===== src/rtl/opq_pkg.sv =====
// Package opq_pkg
// What it does: holds the shared default sizes for the opcode-qualified comparator.
// What it assumes: the queue is at least two entries deep.
package opq_pkg;
    parameter int OPQ_ADDR_W = 16;
    parameter int OPQ_QDEPTH = 3;

    // Selects which match drives the trigger output.
    typedef enum logic {
        TRIG_DIRECT  = 1'b0,
        TRIG_TRACKED = 1'b1
    } trig_src_e;
endpackage


===== src/rtl/opq_addr_match.sv =====
// Module opq_addr_match
// What it does: compares the bus address (and, if asked, the R/W strobe)
//               against the programmed values.
// What it assumes: all inputs are settled within the cycle; no state is kept.
module opq_addr_match #(
    parameter int ADDR_W = opq_pkg::OPQ_ADDR_W
) (
    input  logic              en,
    input  logic              rw_chk_en,
    input  logic              rw_val,
    input  logic [ADDR_W-1:0] cmp_addr,
    input  logic [ADDR_W-1:0] bus_addr,
    input  logic              bus_rw,
    output logic              hit
);
    logic addr_eq;
    logic rw_ok;

    // Address equality and the optional R/W filter.
    always_comb begin
        addr_eq = (bus_addr == cmp_addr);
        rw_ok   = !rw_chk_en || (bus_rw == rw_val);
        hit     = en && addr_eq && rw_ok;
    end
endmodule


===== src/rtl/opq_tag_queue.sv =====
// Module opq_tag_queue
// What it does: models the instruction queue as one tag bit per entry. A tag
//               is loaded at entry 0 on an advance, shifts toward the head on
//               each advance, and reports a hit when the head is executed.
// What it assumes: flush and disable override advance; depth is at least 2.
module opq_tag_queue #(
    parameter int DEPTH = opq_pkg::OPQ_QDEPTH
) (
    input  logic clk,
    input  logic rst_n,
    input  logic en,
    input  logic flush,
    input  logic adv,
    input  logic load,
    input  logic exec,
    output logic head_hit
);
    localparam int HEAD = DEPTH - 1;

    logic [DEPTH-1:0] tags;
    logic [DEPTH-1:0] tags_nxt;

    // Next-state shift network, one stage per queue entry.
    assign tags_nxt[0] = load;
    genvar gi;
    generate
        for (gi = 1; gi < DEPTH; gi++) begin : g_stage
            assign tags_nxt[gi] = tags[gi-1];
        end
    endgenerate

    // Tag register update: reset, clear on flush or disable, shift on advance.
    always_ff @(posedge clk) begin
        if (!rst_n || !en || flush) begin
            tags <= '0;
        end else if (adv) begin
            tags <= tags_nxt;
        end
    end

    // Head entry executed while it holds a tag.
    assign head_hit = en && exec && tags[HEAD];

    AST_FLUSH_CLEARS: assert property (@(posedge clk) disable iff (!rst_n)
        flush |=> (tags == '0));

    AST_HOLD_NO_ADV: assert property (@(posedge clk) disable iff (!rst_n)
        (en && !flush && !adv) |=> $stable(tags));

    AST_HEAD_SHIFT: assert property (@(posedge clk) disable iff (!rst_n)
        (en && !flush && adv) |=> (tags[HEAD] == $past(tags[HEAD-1])));

    AST_DISABLE_CLEARS: assert property (@(posedge clk) disable iff (!rst_n)
        !en |=> (tags == '0));
endmodule


===== src/rtl/opq_trig_select.sv =====
// Module opq_trig_select
// What it does: picks the direct match or the tracked match as the trigger.
// What it assumes: both inputs are already gated by the comparator enable.
module opq_trig_select (
    input  logic sel,
    input  logic direct_hit,
    input  logic tracked_hit,
    output logic trig
);
    // Source mux driven by the trigger-select control.
    always_comb begin
        unique case (opq_pkg::trig_src_e'(sel))
            opq_pkg::TRIG_TRACKED: trig = tracked_hit;
            default:               trig = direct_hit;
        endcase
    end
endmodule


===== src/rtl/opq_comparator.sv =====
// Module opq_comparator
// What it does: one debug comparator with an optional R/W check and optional
//               opcode tracking of the matched fetch through the instruction queue.
// What it assumes: bus_fetch marks opcode fetches; the CPU drives q_adv,
//                  q_exec and q_flush in step with its own queue.
module opq_comparator #(
    parameter int ADDR_W = opq_pkg::OPQ_ADDR_W,
    parameter int QDEPTH = opq_pkg::OPQ_QDEPTH
) (
    input  logic              clk,
    input  logic              rst_n,
    input  logic              cmp_en,
    input  logic              trig_sel,
    input  logic              rw_chk_en,
    input  logic              rw_val,
    input  logic [ADDR_W-1:0] cmp_addr,
    input  logic [ADDR_W-1:0] bus_addr,
    input  logic              bus_rw,
    input  logic              bus_fetch,
    input  logic              q_adv,
    input  logic              q_exec,
    input  logic              q_flush,
    output logic              raw_hit,
    output logic              qual_hit
);
    logic match;
    logic tracked;
    logic tag_load;

    opq_addr_match #(.ADDR_W(ADDR_W)) i_match (
        .en        (cmp_en),
        .rw_chk_en (rw_chk_en),
        .rw_val    (rw_val),
        .cmp_addr  (cmp_addr),
        .bus_addr  (bus_addr),
        .bus_rw    (bus_rw),
        .hit       (match)
    );

    // A tag is loaded only for a matching opcode fetch.
    assign tag_load = match && bus_fetch;

    opq_tag_queue #(.DEPTH(QDEPTH)) i_queue (
        .clk      (clk),
        .rst_n    (rst_n),
        .en       (cmp_en),
        .flush    (q_flush),
        .adv      (q_adv),
        .load     (tag_load),
        .exec     (q_exec),
        .head_hit (tracked)
    );

    opq_trig_select i_sel (
        .sel         (trig_sel),
        .direct_hit  (match),
        .tracked_hit (tracked),
        .trig        (qual_hit)
    );

    assign raw_hit = match;

    AST_RW_FILTER: assert property (@(posedge clk) disable iff (!rst_n)
        (rw_chk_en && (bus_rw != rw_val)) |-> !raw_hit);

    AST_DIRECT_FOLLOWS: assert property (@(posedge clk) disable iff (!rst_n)
        !trig_sel |-> (qual_hit == raw_hit));

    AST_TRACKED_NEEDS_EXEC: assert property (@(posedge clk) disable iff (!rst_n)
        (trig_sel && qual_hit) |-> q_exec);

    AST_DISABLED_QUIET: assert property (@(posedge clk) disable iff (!rst_n)
        !cmp_en |-> (!raw_hit && !qual_hit));
endmodule


===== config.mk =====
export PLATFORM = sky130hd
export DESIGN_NAME = opq_comparator
export DESIGN_NICKNAME = d
export VERILOG_FILES = /design/src/rtl/opq_pkg.sv /design/src/rtl/opq_addr_match.sv /design/src/rtl/opq_tag_queue.sv /design/src/rtl/opq_trig_select.sv /design/src/rtl/opq_comparator.sv
export SDC_FILE = /design/constraint.sdc
export NUM_CORES = 1
export LEC_CHECK = 0
export BUFFER_PORTS_ARGS = -buffer_cell sky130_fd_sc_hd__buf_2
export CORE_AREA = 5 5 42 44
export DETAILED_ROUTE_END_ITERATION = 10
export DIE_AREA = 0 0 47 49
export GPL_TIMING_DRIVEN = 1
export MAX_ROUTING_LAYER = met4
export PLACE_DENSITY = 0.66
export SKIP_CTS_REPAIR_TIMING = 1
export SLEW_MARGIN = 20
export SYNTH_ARGS = -nofsm -noshare
export SYNTH_HDL_FRONTEND = slang
export SYNTH_SLANG_ARGS = --single-unit

===== constraint.sdc =====
create_clock -name clk -period 1.1 [get_ports clk]
set_input_delay 0.165 -clock clk [delete_from_list [all_inputs] [get_ports clk]]
set_output_delay 0.165 -clock clk [all_outputs]
set_load 0.02 [all_outputs]

==> run summary <==
Slew headroom - 84.3%
Final Skew - 3.04 ps
clock sink total - 3
max cap viols - 0
Max Clock Freq - 729 MHz
slew at the pin closest to its max-slew limit - 235 ps
failing checks - setup timing
Core Region - 1400 sq um
GPL Wtd Cong - 0.683
clock buffer depth - 2
crit path time final - 1370 ps
status - finished, violations left
Top Registers - i_queue.tags: 3 flops
CTS tree - yes
leakage - 0.347 nW
largest net degree at the start of global routing - 5
1st-iter DRT viols - 0
syn_area_per_cell - 8.24 sq um
Hold Crit Class - in -> reg
vias - 464
Chip Height - 49 microns
First-pass DRT Iterations - 1
R2R depth - 2
routed len/inst - 10.3 microns
I/O Buffers - 44
crit path to - qual_hit
Avg Vias per Cell - 4.26
pre-CTS setup slack - -347 ps
share of post-route cells with drive strength above 1 - 64.5%
setup slack, reg-to-reg - 500 ps
htree depth - 1
period utilization - 125%
fin nets - 137
Mapped Area - 338 sq um
Crit Path Category - in -> out
diode count - 0
RSZ-0062 raised after global routing - true
CTS Buf Count - 3
DP Cell Count - 104
initial antenna violation count - 0
Max IR drop VDD - 0.347 mV
Power Dens Cells - 677 nW/um^2
count of warnings emitted by yosys - 0
CP required - 940 ps
Worst setup startpoint - bus_addr[9]
Min-Delay Path Depth - 3
most area-consuming cells after synthesis - xnor2_1, dfxtp_1, nand4_1, mux2i_1, nor2_1
max-slew violations - 0
root buffer cell - clkbuf_4
Seq/Total Area, Yosys - 17.8%
Final WS setup - -273 ps
top cell type's share of synthesized area - 41.5%
vias in the first global route - 477
FF-to-FF End - i_queue.tags[2]
Initial Util - 24.1%
Largest Register - i_queue.tags
post-route insts no fill - 109
register area - 60.1 sq um
overflow left after global routing - 0
R2R Path Start - i_queue.tags[2]
fillers - 140
footprint of the multi-input gates - 329 sq um
critical path capture point type - output pin
Ports - 45
Synth area leader - xnor2_1
clk_lat worst skew - 230 ps
DP Wirelength - 984 microns
Yosys reg bits - 3
Hold Violations, Final - 0
WP data arrival - 1210 ps
Yosys cell types - 13
Post-Syn Nets - 84
clock slew seen by the registers of the worst setup and hold paths - 30 ps
Routed Antenna Nets - 0
crit-path max FO - 2
detailed-route DRC error count - 0
final setup vio count - 2
Area Overhead vs Synth - 120%
# rows - 14
Die Span X - 47 microns
Syn Inst Count - 41
final wirelength - 1.12 mm
first-pass GRT wire length - 1.50 mm
max FFs per register - 3
Setup crit start kind - input pin
Total Die Area - 2300 sq um
Total GRT Usage - 8.87%
-- routing by layer --
metal / GRT usage [%] / up-vias / part of all wire [%]
met4: 5.53 / 0 / 0
li1: - / 245 / -
met1: 8.97 / 182 / 30
met3: 1.48 / 0 / 18
met5: - / - / 0
met2: 14.9 / 37 / 51
-- worst min path at each step --
stage,to,start,slack [ps]
2_1_floorplan,i_queue.tags[2],q_adv,320
3_3_place_gp,i_queue.tags[0],i_queue.tags[0],460
3_5_place_dp,i_queue.tags[0],i_queue.tags[0],480
4_1_cts,i_queue.tags[2],q_adv,240
5_1_grt,i_queue.tags[2],q_adv,270
6_report,i_queue.tags[1],q_adv,240
-- synthesized netlist by cell type, drive strengths merged --
| library cell | n |
|---|---|
| nand4 | 4 |
| mux2i | 2 |
| xnor2 | 16 |
| a211oi | 1 |
| dfxtp | 3 |
| nand2b | 1 |
| a21oi | 1 |
| nor2 | 5 |
| o31ai | 1 |
| nand3b | 1 |
| xor2 | 1 |
| nand2 | 3 |
| nand3 | 2 |
-- report_power, final --
part | internal [mW] | switching, mW
clock | 0.136 | 0.0543
sequential | 0.109 | 0.0000000136
combinational | 0.133 | 0.0699
total | 0.378 | 0.124
-- cell usage in the layout (no fill, tap or decap), types with 2 or more instances in the layout --
cell type / count
buf_2: 35
buf_4: 4
buf_6: 9
clkbuf_4: 3
dfxtp_1: 3
mux2i_1: 2
nand2_1: 2
nand3_1: 2
nand4_1: 4
nor2_1: 4
xnor2_1: 11
xnor2_2: 5
-- final cells by class --
class	count	area share, %
multi-input cells	38	44.4
repair buffers	48	41.3
well taps	16	2.70
flip-flops and latches	3	8.09
clock buffers	4	3.54
-- worst max-delay path, cell delays in order --
cell and delay [ps]:
buf_6 100, xnor2_2 150, nand4_1 120, a211oi_2 220
nand2_2 120, o31ai_4 190, buf_6 150
-- through the flow --
step | area [sq um] | total power, mW | hold WS [ps] | setup TNS, ps | util [%]
after detailed placement | 612 | 0.281 | 478 | -630 | 43.7
after global routing | 742 | 0.543 | 266 | -604 | 52.9
after floorplan | 349 | 0.181 | 316 | -61.6 | -
after CTS | 638 | 0.477 | 245 | -580 | 45.5
final | 742 | 0.502 | 243 | -455 | 52.9
after global placement | 612 | 0.277 | 462 | -527 | 43.7
-- kinds of logic after synthesis --
kind of cell / Yosys count / synth area share, %
AOI/OAI and AO/OA: 3 / 8.89
DFF: 3 / 17.8
xor gates and xnor gates: 17 / 44.1
muxes: 2 / 5.93
and+or+nand+nor: 16 / 23.3
Note: power is estimated with default switching activity, not from simulation.
